$ cat src/rtl/tmr16_pkg.sv
package tmr16_pkg;
  localparam int ACT_W    = 3;
  localparam int ACT_IRQ  = 0;
  localparam int ACT_RST  = 1;
  localparam int ACT_STOP = 2;

  localparam logic [3:0] A_CTRL   = 4'd0;
  localparam logic [3:0] A_PRESC  = 4'd1;
  localparam logic [3:0] A_ACTION = 4'd2;
  localparam logic [3:0] A_FLAGS  = 4'd3;
  localparam logic [3:0] A_COUNT  = 4'd4;
  localparam logic [3:0] A_PCNT   = 4'd5;
  localparam logic [3:0] A_MATCH0 = 4'd8;

  localparam int CTRL_RUN  = 0;
  localparam int CTRL_HOLD = 1;
endpackage

$ cat src/rtl/tmr_prescaler.sv
module tmr_prescaler #(
  parameter int W = 16
) (
  input  logic         clk,
  input  logic         rst,
  input  logic         run,
  input  logic         hold,
  input  logic [W-1:0] reload,
  output logic [W-1:0] pcount,
  output logic         tick
);
  assign tick = run && (pcount >= reload);

  always_ff @(posedge clk) begin
    if (rst || hold)
      pcount <= '0;
    else if (run)
      pcount <= tick ? '0 : pcount + 1'b1;
  end


  wrap_to_zero_chk: assert property (@(posedge clk) disable iff (rst)
    tick |=> (pcount == '0));


  hold_clears_chk: assert property (@(posedge clk) disable iff (rst)
    hold |=> (pcount == '0));
endmodule

$ cat src/rtl/tmr_match_bank.sv
module tmr_match_bank
  import tmr16_pkg::*;
#(
  parameter int W = 16,
  parameter int N = 4
) (
  input  logic [N-1:0][W-1:0]  match_val,
  input  logic [ACT_W*N-1:0]   action,
  input  logic [W-1:0]         count,
  input  logic                 tick,
  output logic [N-1:0]         hit,
  output logic [N-1:0]         flag_set,
  output logic                 do_reset,
  output logic                 do_stop
);
  logic [N-1:0] rst_req;
  logic [N-1:0] stop_req;

  for (genvar i = 0; i < N; i++) begin : g_chan
    assign hit[i]      = tick && (count == match_val[i]);
    assign flag_set[i] = hit[i] && action[ACT_W*i + ACT_IRQ];
    assign rst_req[i]  = hit[i] && action[ACT_W*i + ACT_RST];
    assign stop_req[i] = hit[i] && action[ACT_W*i + ACT_STOP];
  end

  assign do_reset = |rst_req;
  assign do_stop  = |stop_req;
endmodule

$ cat src/rtl/match_timer16.sv
module match_timer16
  import tmr16_pkg::*;
#(
  parameter int CNT_W    = 16,
  parameter int N_MATCH  = 4,
  parameter int ADDR_W   = 4,
  parameter int DATA_W   = 32
) (
  input  logic              clk,
  input  logic              rst,
  input  logic              wr_en,
  input  logic [ADDR_W-1:0] addr,
  input  logic [DATA_W-1:0] wdata,
  output logic [DATA_W-1:0] rdata,
  output logic [N_MATCH-1:0] irq_flags,
  output logic              irq
);
  localparam int ACTW_ALL = ACT_W * N_MATCH;

  logic                       run_bit;
  logic                       hold_bit;
  logic [CNT_W-1:0]           presc_q;
  logic [ACTW_ALL-1:0]        action_q;
  logic [N_MATCH-1:0][CNT_W-1:0] match_q;
  logic [N_MATCH-1:0]         flags_q;
  logic [CNT_W-1:0]           count_q;
  logic [CNT_W-1:0]           pcount;
  logic                       tick;
  logic [N_MATCH-1:0]         hit;
  logic [N_MATCH-1:0]         flag_set;
  logic                       do_reset;
  logic                       do_stop;
  logic                       run;
  logic [N_MATCH-1:0]         flag_clr;
  logic [DATA_W-1:0]          rd_next;

  assign run = run_bit && !hold_bit;

  tmr_prescaler #(.W(CNT_W)) u_presc (
    .clk    (clk),
    .rst    (rst),
    .run    (run),
    .hold   (hold_bit),
    .reload (presc_q),
    .pcount (pcount),
    .tick   (tick)
  );

  tmr_match_bank #(.W(CNT_W), .N(N_MATCH)) u_bank (
    .match_val (match_q),
    .action    (action_q),
    .count     (count_q),
    .tick      (tick),
    .hit       (hit),
    .flag_set  (flag_set),
    .do_reset  (do_reset),
    .do_stop   (do_stop)
  );

  // Configuration registers
  always_ff @(posedge clk) begin
    if (rst) begin
      hold_bit <= 1'b0;
      presc_q  <= '0;
      action_q <= '0;
      match_q  <= '0;
    end else if (wr_en) begin
      if (addr == A_CTRL)   hold_bit <= wdata[CTRL_HOLD];
      if (addr == A_PRESC)  presc_q  <= wdata[CNT_W-1:0];
      if (addr == A_ACTION) action_q <= wdata[ACTW_ALL-1:0];
      for (int i = 0; i < N_MATCH; i++)
        if (addr == A_MATCH0 + ADDR_W'(i)) match_q[i] <= wdata[CNT_W-1:0];
    end
  end

  // Run bit: a halting match overrides a software write in the same cycle
  always_ff @(posedge clk) begin
    if (rst)
      run_bit <= 1'b0;
    else if (do_stop)
      run_bit <= 1'b0;
    else if (wr_en && addr == A_CTRL)
      run_bit <= wdata[CTRL_RUN];
  end

  // Timer count
  always_ff @(posedge clk) begin
    if (rst || hold_bit)
      count_q <= '0;
    else if (tick) begin
      if (do_reset)
        count_q <= '0;
      else if (!do_stop)
        count_q <= count_q + 1'b1;
    end
  end

  // Sticky flags, write-one-to-clear; a new match wins over a clear
  assign flag_clr = (wr_en && addr == A_FLAGS) ? wdata[N_MATCH-1:0] : '0;

  always_ff @(posedge clk) begin
    if (rst)
      flags_q <= '0;
    else
      flags_q <= (flags_q & ~flag_clr) | flag_set;
  end

  assign irq_flags = flags_q;
  assign irq       = |flags_q;

  // Read path
  always_comb begin
    rd_next = '0;
    case (addr)
      A_CTRL:   begin
                  rd_next[CTRL_RUN]  = run_bit;
                  rd_next[CTRL_HOLD] = hold_bit;
                end
      A_PRESC:  rd_next[CNT_W-1:0]    = presc_q;
      A_ACTION: rd_next[ACTW_ALL-1:0] = action_q;
      A_FLAGS:  rd_next[N_MATCH-1:0]  = flags_q;
      A_COUNT:  rd_next[CNT_W-1:0]    = count_q;
      A_PCNT:   rd_next[CNT_W-1:0]    = pcount;
      default:  ;
    endcase
    for (int i = 0; i < N_MATCH; i++)
      if (addr == A_MATCH0 + ADDR_W'(i)) rd_next[CNT_W-1:0] = match_q[i];
  end

  always_ff @(posedge clk) begin
    if (rst) rdata <= '0;
    else     rdata <= rd_next;
  end


  stop_clears_run_chk: assert property (@(posedge clk) disable iff (rst)
    do_stop |=> !run_bit);


  stop_freezes_count_chk: assert property (@(posedge clk) disable iff (rst)
    (do_stop && !do_reset && !hold_bit) |=> (count_q == $past(count_q)));


  reset_match_zero_chk: assert property (@(posedge clk) disable iff (rst)
    (tick && do_reset) |=> (count_q == '0));


  hold_count_zero_chk: assert property (@(posedge clk) disable iff (rst)
    hold_bit |=> (count_q == '0));


  flag_sets_chk: assert property (@(posedge clk) disable iff (rst)
    (|flag_set) |=> ((flags_q & $past(flag_set)) == $past(flag_set)));


  idle_stable_chk: assert property (@(posedge clk) disable iff (rst)
    (!run && !hold_bit) |=> $stable(count_q));


  irq_or_chk: assert property (@(posedge clk) disable iff (rst)
    irq == (flags_q != '0));
endmodule

$ cat config.mk
export PLATFORM = sky130hd
export DESIGN_NAME = match_timer16
export DESIGN_NICKNAME = d
export VERILOG_FILES = /design/src/rtl/tmr16_pkg.sv /design/src/rtl/tmr_prescaler.sv /design/src/rtl/tmr_match_bank.sv /design/src/rtl/match_timer16.sv
export SDC_FILE = /design/constraint.sdc
export NUM_CORES = 1
export LEC_CHECK = 0
export CORE_MARGIN = 2
export CORE_UTILIZATION = 53
export CTS_CLUSTER_DIAMETER = 120
export DETAILED_ROUTE_END_ITERATION = 10
export PLACE_DENSITY = 0.84
export SYNTH_ARGS = -nofsm -noshare
export SYNTH_HDL_FRONTEND = slang
export SYNTH_SLANG_ARGS = --single-unit
$ cat constraint.sdc
create_clock -name clk -period 2.6 [get_ports clk]
set_input_delay 0.39 -clock clk [delete_from_list [all_inputs] [get_ports clk]]
set_output_delay 0.39 -clock clk [all_outputs]
set_load 0.01 [all_outputs]
# Yosys cells after proc, flatten, opt, wreduce, memory -nomap -nowiden
# Index checks and enable logic that the tools add are counted.
totals:
  in_bits: 39
  reg_bits: 162
  output_inout_bits: 37
  elab_cells: 80
classes:
  order_cmp: 1
  n_mux: 12
  n_addsub: 2
  n_eq_ne: 14
  bitwise_logic: 3
  n_reduce_logical: 35
op_table:
  columns: ["operator", "count"]
  rows:
  - ["2-to-1 mux 16 bit", 7]
  - ["== test 16 bit", 4]
  - ["adder 16 x 1 -> 16 bit (second input constant)", 2]
  - ["one-hot mux 8 bit (4 select lines)", 1]
  - ["logical AND 1 bit", 20]
  - ["== test 4 bit (second input constant)", 4]
  - [">= comparator 16 bit", 1]
  - ["AND reduction 2 bit", 8]
  - ["one-hot mux 2 bit (6 select lines)", 1]
  - ["one-hot mux 4 bit (3 select lines)", 1]
  - ["OR reduction 4 bit", 3]
  - ["one-hot mux 2 bit (5 select lines)", 1]
  - ["== test 4 x 2 -> 1 bit (second input constant)", 2]
  - ["== test 4 x 3 -> 1 bit (second input constant)", 2]
  - ["OR reduction 5 bit", 1]
  - ["AND 4 bit", 1]
  - ["== test 4 x 1 -> 1 bit (second input constant)", 1]
  - ["logical NOT 4 bit", 1]
  - ["2-to-1 mux 4 bit", 1]
  - ["NOT 4 bit", 1]
  - ["OR 4 bit", 1]
  - ["inequality test 2 bit (second input constant)", 1]
  - ["logical NOT 1 bit", 1]
  - ["logical OR 1 bit", 1]

# Longest topological paths before layout
logic_depth:
  ltp_word: 8
  mapped_depth: 10
  ltp_nobuf: 9

# Modules after synthesis
# A second synthesis with hierarchy kept.
unflattened:
  cells_unflattened: 1000
  hier_area_um2: 8057.7
modules_own_cells:
  columns: ["mod", "cells_per_inst", "area_each_um2", "n_inst", "seq_area_each_um2"]
  rows:
  - ["match_timer16", 755, 6039.5, 1, 2602.5]
  - ["tmr_prescaler", 132, 1107.3, 1, 320.3]
  - ["tmr_match_bank", 113, 910.9, 1, 0.0]

# Least setup slack after synthesis
# OpenSTA, ideal clock, no wires.
synth_path:
  kind: "flip-flop to flip-flop"
  start: "register u_presc.pcount[0]"
  end: "register count_q[2]"
  arrival_ns: 2.050
  stages_incl_launch_ff: 11
  required_time_ns: 2.465
  path_buffers: 1
  setup_time_ns: 0.135
  synth_period_minus_slack_ns: 2.185
  slack_ns: 0.415
  path_cell_list: "dfxtp_1 inv_1 ha_1 and3_1 o21ai_1 a311oi_1 nor3_1 nor2_1 buf_2 a2bb2oi_1 o221ai_1"
synth_via:
  elab_chain_len: 7
  elab_cells_between_ends: 19
  classes_between: "1 x order compare; 1 x eq/ne; 1 x mux; 16 x reduce/logical"
synth_lines:
  columns: ["element", "line_no", "source"]
  rows:
  - ["start, declared", "tmr_prescaler.sv:9", "output logic [W-1:0] pcount,"]
  - ["start signal, assigned", "tmr_prescaler.sv:18", "pcount <= tick ? '0 : pcount + 1'b1;"]
  - [">= comparator 16 bit (*)", "tmr_prescaler.sv:12", "assign tick = run && (pcount >= reload);"]
  - ["logical AND 1 bit (*)", "tmr_prescaler.sv:12", null]
  - ["logical AND 1 bit", "tmr_match_bank.sv:20", "assign hit[i] = tick && (count == match_val[i]);"]
  - ["logical AND 1 bit, on equally long branches", "tmr_match_bank.sv:22, tmr_match_bank.sv:23", null]
  - ["OR reduction 4 bit, on equally long branches", "tmr_match_bank.sv:26, tmr_match_bank.sv:27", null]
  - ["inequality test 2 bit (no line)", null, null]
  - ["AND reduction 2 bit (no line)", null, null]
  - ["end signal, assigned", "match_timer16.sv:94", "count_q <= count_q + 1'b1;"]
  - ["end, declared", "match_timer16.sv:26", "logic [CNT_W-1:0] count_q;"]
# Mark *: on every way between the ends. The rest lies on a longest branch, timed or not.
# A chain may end at the register's enable or synchronous reset.

# Final worst setup path
layout_path:
  start: "register count_q[0]"
  end: "register count_q[1]"
layout_via:
  elab_chain_len: 6
  elab_cells_between_ends: 23
  classes_between: "1 x add/sub; 5 x eq/ne; 2 x mux; 15 x reduce/logical"
layout_lines:
  columns: ["element"]
  rows:
  - ["branches (longest 6 deep; another with adder 16 x 1 -> 16 bit)"]
# Several ways; the timed one is not identified. The select of a mux whose other input is x is not followed.

==> summary.txt <==
Layout Utilization: 63.60%
PD cells: 567.1 mW/mm²
Seq pwr share: 44.0%
Die H: 124.6 µm
Compound-Gate Fraction of Synth Area: 16.97%
Placed Cells: 1201
Syn. warnings: 0
clk sinks: 146
H-Tree Depth: 4
fin cells: 1232
post-route cell area: 0.009139 mm²
instance area at placement: 0.008518 mm²
post-DP HPWL: 17.46 mm
Comb pwr share: 7.3%
Ports: 76
met2 usage: 48.70%
Slew headroom: 52.19%
min Tclk post-route: 2.498 ns
DR vias: 7928
DR WL/cell: 20.71 µm
Cells after Synth: 988
Worst Path Max Fanout: 15
simple-gate share of the synthesized area: 25.92%
Final Cycle Share: 96.09%
number of diodes: 0
nets: 1093
Core Rows: 44
Avg Cell Area, Syn: 7.797 µm²
drt drc: 0
setup TNS: 0 ns
Hold Vio Cnt, Final: 0
CP Data Arrival Time: 2.81 ns
GPL Wtd Cong: 1.051
synth unique cells: 58
crit path capture type: flop
Yosys top cell area share: 37.94%
worst setup path class: flop to flop
cell taking the most area after synthesis: dfxtp_1
CTS tree: built
DRT Wirelength: 25.51 mm
area share of fa/ha/maj cells after synthesis: 2.924%
CTS Buf Count: 17
DR iter-0 viols: 1255
Slew Viols, Final: 0
grt peak-use layer: met2
largest cells by area after synthesis: dfxtp_1 (38%), nand2_1 (10%), xnor2_1 (7.6%)
mean number of vias per cell: 6.435
share of layout cells above drive strength 1: 10.59%
largest family of logic cells by synthesized area: simple AND/OR/NAND/NOR gates
met3 Track Usage GR: 10.78%
largest net degree at the start of global routing: 69
Worst Clk Skew: 0.01414 ns
Worst-path clk slew: 0.06 ns
worst-margin pin slew: 0.7171 ns
status: finished, final reports clean
Startpoint Class: flop
total track usage: 32.25%
most frequent cells in the layout: nand2_1 (211), dfxtp_1 (146), a21oi_1 (115), nand3_1 (73), xnor2_1 (67)
sequential fraction of the synthesis area: 37.94%
antenna viol nets, final: 0
initial antenna violation count: 0
Hold WS: 0.1713 ns
Die Width: 124.6 µm
core area: 0.01437 mm²
final setup fails: 0
latest clock arrival within the worst-skew pair: 0.43 ns
mux contribution to synthesized area: 0.2599%
Max VDD drop: 525.7 µV
Psw: 1.261 mW
Initial Utilization: 53.61%
first-pass GRT wire length: 39.58 mm
Max Cap Violations: 0
Seq cells post-synth: 146
I/O Buffers: 43
required time of the critical path: 2.91 ns
Switching Fraction: 24.33%
Clock Path Buffers: 2
clk root buf: clkbuf_16
# hold bufs at CTS: 0
Die ar.: 0.01552 mm²
Post-synth EDFFs: 0
ys flop type: dfxtp_1
Clock Power Share: 48.7%
met1 GRT Util: 42.04%
worst min-delay path class: primary input to flop
xor-xnor portion of the synthesized cell area: 8.868%
Async S/R FF share, synth: 0%
vias in the first global route: 7230
most common cell after layout, fill and taps aside: nand2_1
max frequency: 400.3 MHz
RSZ-0062 raised after global routing: no
drt pass-1 iters: 11
Internal: 3.922 mW
Post-Syn Area: 0.007704 mm²
Pleak: 3.116 nW
total congestion overflow: 0
area grow syn2layout: 18.63%
[final timing paths]
check	to	cells after the start	from	slack, ns
max	count_q[1]	8	count_q[0]	0.10
min	hold_bit	2	rst	0.17
max reg2reg	count_q[1]	8	count_q[0]	0.10
min reg2reg	presc_q[2]	2	presc_q[2]	0.48
[power by group through the flow]
stage,sequential [mW],combinational (mW),clock (mW)
2_1_floorplan,2.32,0.217,0
3_3_place_gp,2.33,0.352,0
3_5_place_dp,2.33,0.356,0
4_1_cts,2.28,0.362,2.51
5_1_grt,2.28,0.397,2.62
6_report,2.28,0.378,2.52
[stage by stage]
step	power [mW]	setup WS, ns
floorplan	2.541	0.4153
global placement	2.681	0.04320
detailed placement	2.686	0.0001605
CTS	5.155	0.07432
global route	5.297	0.03307
finish	5.183	0.1017
[Yosys cell counts, types with 3 or more instances]
cell type  count
a21oi_1      115
a221oi_1       3
a222oi_1      19
a22o_1         3
a22oi_1       17
a2bb2oi_1      7
a31oi_1        8
a32oi_1        4
and2_1         4
and3_1         9
buf_1          3
buf_2         24
buf_4         22
clkbuf_1      42
dfxtp_1      146
ha_1          18
inv_1         18
nand2_1      212
nand2b_1       4
nand3_1       73
nand4_1       32
nor2_1        44
nor2b_1        4
nor3_1        21
nor4_1         5
nor4_2         3
nor4b_1        3
o211ai_1      10
xnor2_1       67
xor2_1        11
[cell type report]
cell class	count	area (µm²)
clock buffers	19	442.9
clock inverters	12	156.4
fillers	1173	5230
inverters	18	67.56
multi-input cells	746	4335
flip-flops and latches	146	2923
well taps	184	230.2
repair buffers	107	983.4
[cell families (layout without fill, tap and decap cells)]
kind of cell,Yosys count,count (layout)
XOR/XNOR,78,78
AND/OR/NAND/NOR,429,429
adder cells (fa/ha/maj),18,18
multiplexers,2,2
AO/OA/AOI/OAI,203,203
flip-flops,146,146
other,1,16
buffers and inverters,111,156
[critical path, stage by stage, from the launching register on]
cell,delay (ns)
dfxtp_1,0.38
buf_4,0.17
xnor2_1,0.32
nand4_1,0.21
nor4_4,0.50
a22oi_2,0.21
and2_2,0.35
nand3_1,0.15
o22ai_1,0.08
[per-layer routing]
layer | part of all wire (%) | up-vias
li1 | - | 3545
met1 | 38 | 3685
met2 | 44 | 579
met3 | 14 | 119
met4 | 4.9 | 0
met5 | 0 | -
[sequential cells by signal, summed over array words and instances (netlist names)]
signal,count
presc_q,16
match_q,64
count_q,16
action_q,12
irq_flags,4
rdata,16
u_presc.pcount,16
run_bit,1
hold_bit,1
[what timing repair did]
item | 4_1_cts | 5_1_grt
gates resized for setup | 1 | 3
setup buffers | 0 | 0
setup endpoints to repair | 8 | 30
No activity file was read; power rests on OpenSTA's default activity.
